File: src/rtl/ubt_pkg.sv
package ubt_pkg;
  localparam int unsigned DataW = 17;

  // Strobes from a direction's control to its data path
  typedef struct packed {
    logic passThru;  // output follows input combinationally
    logic load;      // storage takes the input at the next core edge
    logic drive;     // output drive enable
  } dirStrobeT;
endpackage

File: src/rtl/ubt_dir_ctrl.sv
module ubt_dir_ctrl
  import ubt_pkg::*;
(
  input  logic      clk,
  input  logic      rstN,
  input  logic      clkEnN,
  input  logic      latchEn,
  input  logic      dirClk,
  input  logic      outEnN,
  output dirStrobeT strobe
);
  logic clkPrev;
  logic clkRise;

  // Reset value 1 so that a clock held high through reset is not seen as an edge
  always_ff @(posedge clk) begin
    if (!rstN) clkPrev <= 1'b1;
    else       clkPrev <= dirClk;
  end

  assign clkRise = dirClk & ~clkPrev;

  always_comb begin
    strobe.passThru = latchEn;
    strobe.load     = latchEn | (clkRise & ~clkEnN);
    strobe.drive    = ~outEnN;
  end
endmodule

File: src/rtl/ubt_dir_path.sv
module ubt_dir_path
  import ubt_pkg::*;
#(
  parameter int unsigned W = DataW
) (
  input  logic         clk,
  input  logic         rstN,
  input  dirStrobeT    strobe,
  input  logic [W-1:0] din,
  output logic [W-1:0] dout,
  output logic         doutOe
);
  logic [W-1:0] store;

  always_ff @(posedge clk) begin
    if (!rstN)            store <= '0;
    else if (strobe.load) store <= din;
  end

  assign dout   = strobe.passThru ? din : store;
  assign doutOe = strobe.drive;
endmodule

File: src/rtl/ubt_xcvr.sv
module ubt_xcvr
  import ubt_pkg::*;
#(
  parameter int unsigned W = DataW
) (
  input  logic         clk,
  input  logic         rstN,
  input  logic [W-1:0] aIn,
  output logic [W-1:0] aOut,
  output logic         aOe,
  input  logic [W-1:0] bIn,
  output logic [W-1:0] bOut,
  output logic         bOe,
  input  logic         abClkEnN,
  input  logic         abLatchEn,
  input  logic         abClk,
  input  logic         abOutEnN,
  input  logic         baClkEnN,
  input  logic         baLatchEn,
  input  logic         baClk,
  input  logic         baOutEnN,
  output logic         clkOut,
  output logic         clkOutOe,
  input  logic         clkLoopIn,
  output logic         clkRet,
  output logic         clkRetOe,
  output logic         bothDriveFlag
);
  dirStrobeT abStrobe;
  dirStrobeT baStrobe;

  ubt_dir_ctrl u_abCtrl (
    .clk(clk), .rstN(rstN), .clkEnN(abClkEnN), .latchEn(abLatchEn),
    .dirClk(abClk), .outEnN(abOutEnN), .strobe(abStrobe)
  );
  ubt_dir_path #(.W(W)) u_abPath (
    .clk(clk), .rstN(rstN), .strobe(abStrobe), .din(aIn),
    .dout(bOut), .doutOe(bOe)
  );

  ubt_dir_ctrl u_baCtrl (
    .clk(clk), .rstN(rstN), .clkEnN(baClkEnN), .latchEn(baLatchEn),
    .dirClk(baClk), .outEnN(baOutEnN), .strobe(baStrobe)
  );
  ubt_dir_path #(.W(W)) u_baPath (
    .clk(clk), .rstN(rstN), .strobe(baStrobe), .din(bIn),
    .dout(aOut), .doutOe(aOe)
  );

  // Buffered clock path
  assign clkOut        = abClk;
  assign clkOutOe      = ~abOutEnN;
  assign clkRet        = clkLoopIn;
  assign clkRetOe      = ~baOutEnN;
  assign bothDriveFlag = ~abOutEnN & ~baOutEnN;


  ab_isolate_chk: assert property (@(posedge clk) disable iff (!rstN)
    abOutEnN |-> !bOe);

  ab_transparent_chk: assert property (@(posedge clk) disable iff (!rstN)
    abLatchEn |-> (bOut == aIn));

  ab_capture_chk: assert property (@(posedge clk) disable iff (!rstN)
    (!abClkEnN && !abLatchEn && abClk && !$past(abClk)) |=>
      (abLatchEn || bOut == $past(aIn)));

  ab_inhibit_chk: assert property (@(posedge clk) disable iff (!rstN)
    (abClkEnN && !abLatchEn) |=> (abLatchEn || $stable(bOut)));

  ba_transparent_chk: assert property (@(posedge clk) disable iff (!rstN)
    baLatchEn |-> (aOut == bIn));

  contention_chk: assert property (@(posedge clk) disable iff (!rstN)
    bothDriveFlag |-> (aOe && bOe));
endmodule

File: config.mk
export PLATFORM = sky130hd
export DESIGN_NAME = ubt_xcvr
export DESIGN_NICKNAME = d
export VERILOG_FILES = /design/src/rtl/ubt_pkg.sv /design/src/rtl/ubt_dir_ctrl.sv /design/src/rtl/ubt_dir_path.sv /design/src/rtl/ubt_xcvr.sv
export SDC_FILE = /design/constraint.sdc
export NUM_CORES = 1
export LEC_CHECK = 0
export BUFFER_PORTS_ARGS = -buffer_cell sky130_fd_sc_hd__buf_2
export CORE_MARGIN = 8
export CORE_UTILIZATION = 42
export DETAILED_ROUTE_END_ITERATION = 8
export PLACE_DENSITY = 0.88
export SETUP_SLACK_MARGIN = 0.5
export SLEW_MARGIN = 20
export SYNTH_ARGS = -nofsm -noshare
export SYNTH_HDL_FRONTEND = slang
export SYNTH_SLANG_ARGS = --single-unit
File: constraint.sdc
create_clock -name clk -period 1.15 [get_ports clk]
set_clock_uncertainty 0.1 [all_clocks]
set_input_delay 0.23 -clock clk [delete_from_list [all_inputs] [get_ports clk]]
set_output_delay 0.23 -clock clk [all_outputs]
set_load 0.005 [all_outputs]
======== After elaboration in Yosys (flattened, before gate mapping) ========
Index checks and enable logic that the tools add are counted.
operators by class
  equal/unequal tests ..................... 0
  mux-type cells .......................... 2
  reductions and logical operators ........ 0
  bitwise logic cells ..................... 13
  $mul .................................... 0
  order comparisons ....................... 0
  shifts and indexed selects .............. 0
  divide/modulo/power cells ............... 0
  $add $sub $neg .......................... 0
operator list
  kind                count
  17-bit two-way mux  2
  1-bit NOT           6
  1-bit bitwise AND   5
  1-bit bitwise OR    2
storage, ports and cells
  bits in writable memories ............... 0
  output and inout bits ................... 41
  bits in latches ......................... 0
  flip-flop bits (word level) ............. 36
  bits in read-only memories .............. 0
  memories ................................ 0

======== Longest topological paths before layout ========
Gate-level depths: netlist of run 1.
  word-level depth ........................ 4
  gate-level depth with buffers ........... 4
  mapped depth without buffers ............ 3

======== Modules after synthesis ========
From an unflattened synthesis of run 1, not the netlist that was laid out.
second synthesis, totals
  cell total of the unflattened synthesis .. 165
  area total of the unflattened synthesis .. 1,963.1 sq um
by module, submodules not included
  module        area an instance (sq um)  cells each  times used
  ubt_dir_path  919.6                     74          2
  ubt_dir_ctrl  48.8                      6           2
  ubt_xcvr      26.3                      5           1

======== Least setup slack after synthesis of run 1 ========
No wires, ideal clock.
  path type ............................... input -> output
  start point ............................. input port baLatchEn
  end point ............................... output port aOut[10]
  arrival ................................. 0.911 ns
  stages .................................. 3
  path buffers ............................ 2
  path slack .............................. -0.091 ns
  cells stage by stage .................... buf_6 > buf_2 > mux2_2
on the way
  longest elaborated chain between the ends .. 1
RTL lines
  item                RTL line            RTL
  start: declaration  ubt_xcvr.sv:19      input logic baLatchEn,
  17-bit two-way mux  ubt_dir_path.sv:20  assign dout = strobe.passThru ? din : store;
  end: declaration    ubt_xcvr.sv:9       output logic [W-1:0] aOut,
Every way passes these cells.

======== Worst setup path after layout of run 1 ========
  start point ............................. register u_abPath.store[9]
  end point ............................... output port bOut[9]
on the way
  longest elaborated chain between the ends .. 1
RTL lines
  item                      RTL line            RTL
  start: declaration        ubt_dir_path.sv:13  logic [W-1:0] store;
  start signal: assignment  ubt_dir_path.sv:17  else if (strobe.load) store <= din;
  17-bit two-way mux        ubt_dir_path.sv:20
  end: declaration          ubt_xcvr.sv:12      output logic [W-1:0] bOut,
Every way passes these cells.

==> results_dict.tcl, run 1 <==
set metrics [dict create \
    rr_worst_depth 5 \
    reg2reg_slack_ps 0 \
    syn_area_per_cell_um2 9.55 \
    syn-num-nets 244 \
    setup_slack_ps -180 \
    synth_seq_cells 36 \
    drc 0 \
    cts_sinks 36 \
    drive_above_1_share_pct 61.0 \
    dieHeight_um 83.3 \
    arrival_ps 1000 \
    nets 331 \
    worst_pin_slew_ps 225 \
    synthCells 199 \
    timing.rr.start "u_baCtrl.clkPrev" \
    cts.path.max_buffers 2 \
    rsz0062_at_grt "true" \
    ctsHoldBuffers 0 \
    ys_seq_area_share_pct 37.9 \
    ant_nets 0 \
    leakage_nw 1.44 \
    cts-buffers-inserted 5 \
    diodes 0 \
    start_util_pct 43.6 \
    final_common_cell "nand2_1" \
    pin_count 86 \
    finalSetupTns_ps -5190 \
    wl_per_cell_um 14.9 \
    die_width_um 83.3 \
    status "finished, violations left" \
    critPathKind "reg -> out" \
    rr_endpoint "u_baPath.store[2]" \
    gr-usage-all-layers_pct 13.2 \
    layout_common_cells "nand2_1, buf_2, mux2i_1, buf_6, dfxtp_2" \
    startpoint "u_abPath.store[9]" \
    max_freq_ghz 0.752 \
    hold_viol 0 \
    max_slew_margin_pct 85.0 \
    first_iter_violations 38 \
    viasPerCell 4.93 \
    vdd_drop_max_mv 0.926 \
    yosys_warnings 0 \
    dp.final_hpwl_um 3410 \
    port-buffer-count 83 \
    finalSetupViolations 35 \
    whs_ps 58.0 \
    drt-pass1-iter-count 4 \
    syn_to_final_growth_pct 54.2 \
    clkLatencyLatePin_ps 270 \
    fin_util_pct 67.3 \
    htree_levels 2 \
    grt_pass1_vias 1741 \
    worstSetupEndpointType "output pin" \
    final_max_slew_viol_count 0 \
    powerDensity_nw_per_um2 1070 \
    maxCapViolCount 0 \
    cp_max_fo 2 \
    grt_pass1_wl_um 7790 \
    ys_types 13 \
    crit_end "bOut[9]" \
    fin_crit_sh_pct 116 \
    required_ps 820 \
    place_congestion 0.748 \
    core_um2 4350 \
    cts_tree "yes" \
    netlist_area_um2 1900 \
    hold_class "in -> reg" \
    dr_total_vias 1672 \
    antenna_found_initial 0 \
    cts_root_buf "clkbuf_8" \
    cts.reportedPaths.clkPinSlew_ps 70 \
    die_area_um2 6930 \
    grt_max_degree 36 \
    violations "setup timing" \
    rows 24 \
    wl_um 5040 \
    globalRoute.totalOverflow 0 \
    startpoint_type "flop" \
    min_period_ps 1330 \
]
## worst min path at each step
stage | endpoint | depth (start not counted) | startpoint
after floorplan | u_abCtrl.clkPrev | 1 | abClk
after global placement | u_baPath.store[14] | 2 | u_baPath.store[14]
after detailed placement | u_abPath.store[13] | 2 | u_abPath.store[13]
after CTS | u_abCtrl.clkPrev | 2 | abClk
after global routing | u_abCtrl.clkPrev | 2 | abClk
final | u_abCtrl.clkPrev | 2 | abClk
## stage by stage
stage	instances	total power, mW	worst slack [ps]	area (µm²)
finish	339	3.13	-180	2930
global route	339	3.29	-208	2930
CTS	339	3.05	-168	2760
detailed placement	323	2.05	-331	2440
global placement	323	2.02	-322	2440
floorplan	199	1.81	10.3	2060
## kinds of logic after synthesis
group                  count (synthesis)  share of synthesized area (%)
AND/OR/NAND/NOR                       73                           14.7
multiplexers                          68                           38.1
flip-flops                            36                           37.9
buffers and inverters                 20                           7.64
AO/OA/AOI/OAI                          2                           1.71
## what timing repair did
action	4_1_cts	5_1_grt
endpoints found under the setup margin	74	74
gates resized for setup	34	51
cloned	2	0
setup buffers	6	0
pin swaps	1	0
## layout make-up
| class | count | area [µm²] |
|---|---|---|
| fill | 361 | 1420 |
| multi-input combinational | 143 | 1140 |
| timing repair buffer | 98 | 848 |
| sequential | 36 | 758 |
| clock buffer | 8 | 90.1 |
| tap | 52 | 65.1 |
| inverter | 2 | 32.5 |
## cell usage after synthesis (all sizes together)
| cell type | number | area share [%] |
|---|---|---|
| nand2 | 68 | 13 |
| dfxtp | 36 | 38 |
| mux2 | 34 | 20 |
| mux2i | 34 | 18 |
| buf | 14 | 6.5 |
| clkbuf | 4 | 0.79 |
| nor2 | 3 | 0.59 |
| a21oi | 2 | 1.7 |
| inv | 2 | 0.40 |
| nand2b | 2 | 0.66 |
## power breakdown
group	internal [mW]	leakage (nW)	switching [mW]
logic	0.513	1.09	0.320
registers	1.34	0.307	0.0434
clock network	0.489	0.0455	0.417
total	2.35	1.44	0.780
## critical path, cell delays in order, from the launching register on
cell	delay [ps]
dfxtp_2	330
mux2_4	280
buf_6	120
## routing by layer
layer  GRT usage, %  vias to the layer above  part of all wire (%)
li1               -                      829                     -
met2           24.0                       51                    52
met3           5.96                        8                   6.8
met5              0                        -                     0
met1           13.0                      784                    39
met4           3.51                        0                   1.6
## flip-flops by register name (all words and copies together) (netlist names)
name              count
u_baCtrl.clkPrev      1
u_abCtrl.clkPrev      1
u_baPath.store       17
u_abPath.store       17
Note: power is estimated with default switching activity, not from simulation.
==> run 2: changes to the inputs <==
--- a/config.mk
+++ b/config.mk
@@ -6,6 +6,7 @@
 export NUM_CORES = 1
 export LEC_CHECK = 0
 export BUFFER_PORTS_ARGS = -buffer_cell sky130_fd_sc_hd__buf_2
+export CORE_ASPECT_RATIO = 1.25
 export CORE_MARGIN = 8
 export CORE_UTILIZATION = 42
 export DETAILED_ROUTE_END_ITERATION = 8
==> results_dict.tcl, run 2 (synthesized netlist as in run 1, its figures left out) <==
set metrics [dict create \
    hold_path_startpoint "abClk" \
    slowest_delay_ps 320 \
    syn_to_final_growth_pct 51.8 \
    cts_sinks 36 \
    viasPerCell 4.85 \
    place_congestion 0.667 \
    die_area_um2 6950 \
    cp_max_fo 2 \
    port-buffer-count 83 \
    hold_class "in -> reg" \
    first_iter_violations 42 \
    dr_total_vias 1673 \
    dp.final_hpwl_um 3440 \
    worst_pin_slew_ps 220 \
    diodes 0 \
    layout_common_cells "nand2_1, buf_2, mux2i_1, dfxtp_2, buf_6" \
    path_delay_family "flip-flops" \
    crit_slowest_cell "dfxtp_2" \
    ant_nets 0 \
    cts.reportedPaths.clkPinSlew_ps 70 \
    final_max_slew_viol_count 0 \
    maxCapViolCount 0 \
    rows 27 \
    critPathKind "reg -> out" \
    dp_slack_ps -385 \
    reg_top3 "u_abPath.store: 17 flops, u_baPath.store: 17 flops" \
    timing.rr.start "u_abCtrl.clkPrev" \
    antenna_found_initial 0 \
    arrival_ps 990 \
    multi_input_area_um2 1100 \
    start_util_pct 43.3 \
    startpoint_type "flop" \
    wl_met1_um 1900 \
    nFillCells 360 \
    wl_um 4950 \
    wl_per_cell_um 14.3 \
    startpoint "u_baPath.store[0]" \
    worstSetupEndpointType "output pin" \
    required_ps 820 \
    finalSetupTns_ps -5190 \
    regArea_um2 753 \
    status "finished, violations left" \
    max_slew_margin_pct 85.3 \
    cts-buffers-inserted 5 \
    hold_viol 0 \
    grt_pass1_wl_um 8220 \
    grt_pass1_vias 1845 \
    power_mw 3.13 \
    pin_count 86 \
    cts.path.max_buffers 2 \
    vdd_drop_max_mv 0.668 \
    leakage_nw 1.41 \
    core_um2 4390 \
    die_width_um 76.2 \
    max_freq_ghz 0.758 \
    met3WireLength_um 302 \
    crit_buf_inv 1 \
    powerDensity_nw_per_um2 1080 \
    grt_max_degree 45 \
    fin_crit_sh_pct 115 \
    min_period_ps 1320 \
    nets 332 \
    final_common_cell "nand2_1" \
    cts_tree "yes" \
    violations "setup timing" \
    dieHeight_um 91.2 \
    path_cells "mux2_2 > buf_6" \
    clkLatencyLatePin_ps 280 \
    whs_ps 53.7 \
    top_layer "met4" \
    wl_met2_um 2710 \
    gr-usage-all-layers_pct 14.1 \
    drc 0 \
    rsz0062_at_grt "true" \
    ctsHoldBuffers 0 \
    htree_levels 2 \
    drive_above_1_share_pct 60.6 \
    cts_root_buf "clkbuf_8" \
    globalRoute.totalOverflow 0 \
    setup_slack_ps -170 \
    finalSetupViolations 35 \
    drt-pass1-iter-count 2 \
]
[run 2: changes by cell type in the layout (fill, tap and decap cells not counted), sizes merged]
cell | previous run | this run
buf | 97 | 98
clkbuf | 9 | 8
[run 2: where the power goes]
group	internal [mW]	switching (mW)	leakage, nW
Sequential	1.34	0.0415	0.305
Combinational	0.486	0.312	1.05
Clock	0.533	0.413	0.0503
[run 2: layout make-up]
type                    instances  area share [%]
inverters                       2            1.13
flip-flops and latches         36            26.1
clock buffers                   7            3.34
repair buffers                 99            28.8
well taps                      58            2.52
multi-input cells             143            38.2
[run 2: worst paths after layout]
check | to | slack (ps) | cells after the start
worst max-delay path | aOut[0] | -170 | 2
worst min-delay path | u_abCtrl.clkPrev | 50 | 2
worst max register to register | u_abPath.store[15] | -10 | 5
worst min register to register | u_baPath.store[9] | 360 | 2
[run 2: through the flow]
step / instance area [µm²] / cells / utilization (%)
after floorplan: 2060 / 199 / -
after global placement: 2430 / 328 / 55.4
after detailed placement: 2430 / 328 / 55.4
after CTS: 2770 / 342 / 63.1
after global routing: 2890 / 345 / 65.7
final: 2890 / 345 / 65.7
[run 2: repair_timing]
item	CTS	global route
setup buffers	4	3
pin swaps	0	0
resized for setup	36	32
endpoints found under the setup margin	74	74
cloned	3	0
[run 2: routing by layer]
layer | vias to the layer above | track usage (%)
met3 | 5 | 5.52
met2 | 46 | 27.6
met4 | 0 | 3.38
li1 | 834 | -
met1 | 788 | 13.2
met5 | - | 0
==> run 3: changes to the inputs <==
--- a/config.mk
+++ b/config.mk
@@ -10,7 +10,8 @@
 export CORE_MARGIN = 8
 export CORE_UTILIZATION = 42
 export DETAILED_ROUTE_END_ITERATION = 8
-export PLACE_DENSITY = 0.88
+export GPL_TIMING_DRIVEN = 0
+export PLACE_DENSITY = 0.77
 export SETUP_SLACK_MARGIN = 0.5
 export SLEW_MARGIN = 20
 export SYNTH_ARGS = -nofsm -noshare
==> results_dict.tcl, run 3 (synthesized netlist as in run 1, its figures left out) <==
set metrics [dict create \
    finalSetupViolations 34 \
    grt_pass1_vias 1756 \
    worst_pin_slew_ps 478 \
    cp_max_fo 2 \
    required_ps 820 \
    layout_common_cells "nand2_1, buf_2, mux2i_1, buf_6, dfxtp_2" \
    port-buffer-count 81 \
    syn_to_final_growth_pct 57.9 \
    min_period_ps 1330 \
    whs_ps 55.6 \
    dp.final_hpwl_um 3600 \
    core_um2 4390 \
    critPathKind "reg -> out" \
    cts_tree "yes" \
    gr-usage-all-layers_pct 14.1 \
    rr_worst_depth 5 \
    startpoint "u_abPath.store[11]" \
    reg2reg_slack_ps 0 \
    final_max_slew_viol_count 0 \
    ctsHoldBuffers 0 \
    pin_count 86 \
    numPlacedInstances 338 \
    violations "setup timing" \
    start_util_pct 43.3 \
    reg_top3 "u_abPath.store: 17 flops, u_baPath.store: 17 flops" \
    drt-pass1-iter-count 4 \
    worstSetupPathDepth 2 \
    power_mw 3.16 \
    globalRoute.totalOverflow 0 \
    place_congestion 0.680 \
    die_width_um 76.2 \
    max_freq_ghz 0.754 \
    leakage_nw 1.47 \
    dr_total_vias 1697 \
    stdcell_count 354 \
    fin_area_um2 3000 \
    clkLatencyLatePin_ps 280 \
    maxCapViolCount 0 \
    ant_nets 0 \
    hold_path_startpoint "abClk" \
    final_common_cell "nand2_1" \
    finalSetupTns_ps -5330 \
    vdd_drop_max_mv 0.755 \
    cts-buffers-inserted 5 \
    path_cells "mux2_4 > buf_6" \
    die_area_um2 6950 \
    nets 340 \
    cts_sinks 36 \
    htree_levels 2 \
    cts_root_buf "clkbuf_8" \
    crit_buf_inv 1 \
    hold_viol 0 \
    rr_endpoint "u_abPath.store[10]" \
    wl_per_cell_um 14.5 \
    fin_crit_sh_pct 115 \
    diodes 0 \
    path_delay_family "flip-flops" \
    crit_slowest_cell "dfxtp_2" \
    dieHeight_um 91.2 \
    hold_class "in -> reg" \
    grt_max_degree 11 \
    setup_slack_ps -176 \
    max_slew_margin_pct 68.2 \
    wl_um 5130 \
    cts.path.max_buffers 2 \
    viasPerCell 4.79 \
    first_iter_violations 31 \
    rsz0062_at_grt "true" \
    slowest_delay_ps 320 \
    grt_pass1_wl_um 8250 \
    powerDensity_nw_per_um2 1050 \
    crit_end "bOut[11]" \
    worstSetupEndpointType "output pin" \
    antenna_found_initial 0 \
    cts.reportedPaths.clkPinSlew_ps 70 \
    arrival_ps 1000 \
    timing.rr.start "u_abCtrl.clkPrev" \
    rows 27 \
    dpl_cell_area_um2 2540 \
    startpoint_type "flop" \
    drive_above_1_share_pct 60.1 \
    status "finished, violations left" \
    drc 0 \
]
## run 3: cell count changes in the layout (fill, tap and decap cells not counted), sizes merged
cell,previous run,this run
clkbuf,8,12
buf,98,103
## run 3: area by class of cell
cell class | count | area, µm²
Buffer | 18 | 215
Clock buffer | 8 | 90.1
Fill cell | 349 | 1390
Inverter | 2 | 32.5
Multi-Input combinational cell | 143 | 1130
Sequential cell | 36 | 753
Tap cell | 58 | 72.6
Timing Repair Buffer | 89 | 707
## run 3: worst min path at each step
stage                    endpoint  depth (start not counted)
3_3_place_gp    u_baPath.store[6]                          2
6_report         u_abCtrl.clkPrev                          2
5_1_grt          u_abCtrl.clkPrev                          2
2_1_floorplan    u_abCtrl.clkPrev                          1
3_5_place_dp   u_baPath.store[10]                          2
4_1_cts          u_abCtrl.clkPrev                          2
## run 3: per-stage QoR
step	setup WS (ps)	util, %
after floorplan	10.3	-
after global placement	-161	57.7
after detailed placement	-162	57.7
after CTS	-183	64.5
after global routing	-207	68.3
final	-176	68.3
## run 3: power breakdown
group | total, mW | switching (mW) | internal [mW]
registers | 1.38 | 0.0411 | 1.34
logic | 0.852 | 0.324 | 0.529
clock network | 0.921 | 0.432 | 0.489
total | 3.16 | 0.797 | 2.36
## run 3: timing repair
action                     in CTS  in global routing
buffers inserted                6                  1
setup endpoints to repair      75                 75
pin swaps                       2                  3
cloned                          1                  0
resized for setup              29                 47
## run 3: routing by layer
layer / part of all wire (%) / track usage, % / wire length, µm
met1: 39 / 14.6 / 2010
met2: 53 / 25.3 / 2720
met3: 6.6 / 5.62 / 340
met4: 1.1 / 4.34 / 58
met5: 0 / 0 / 0
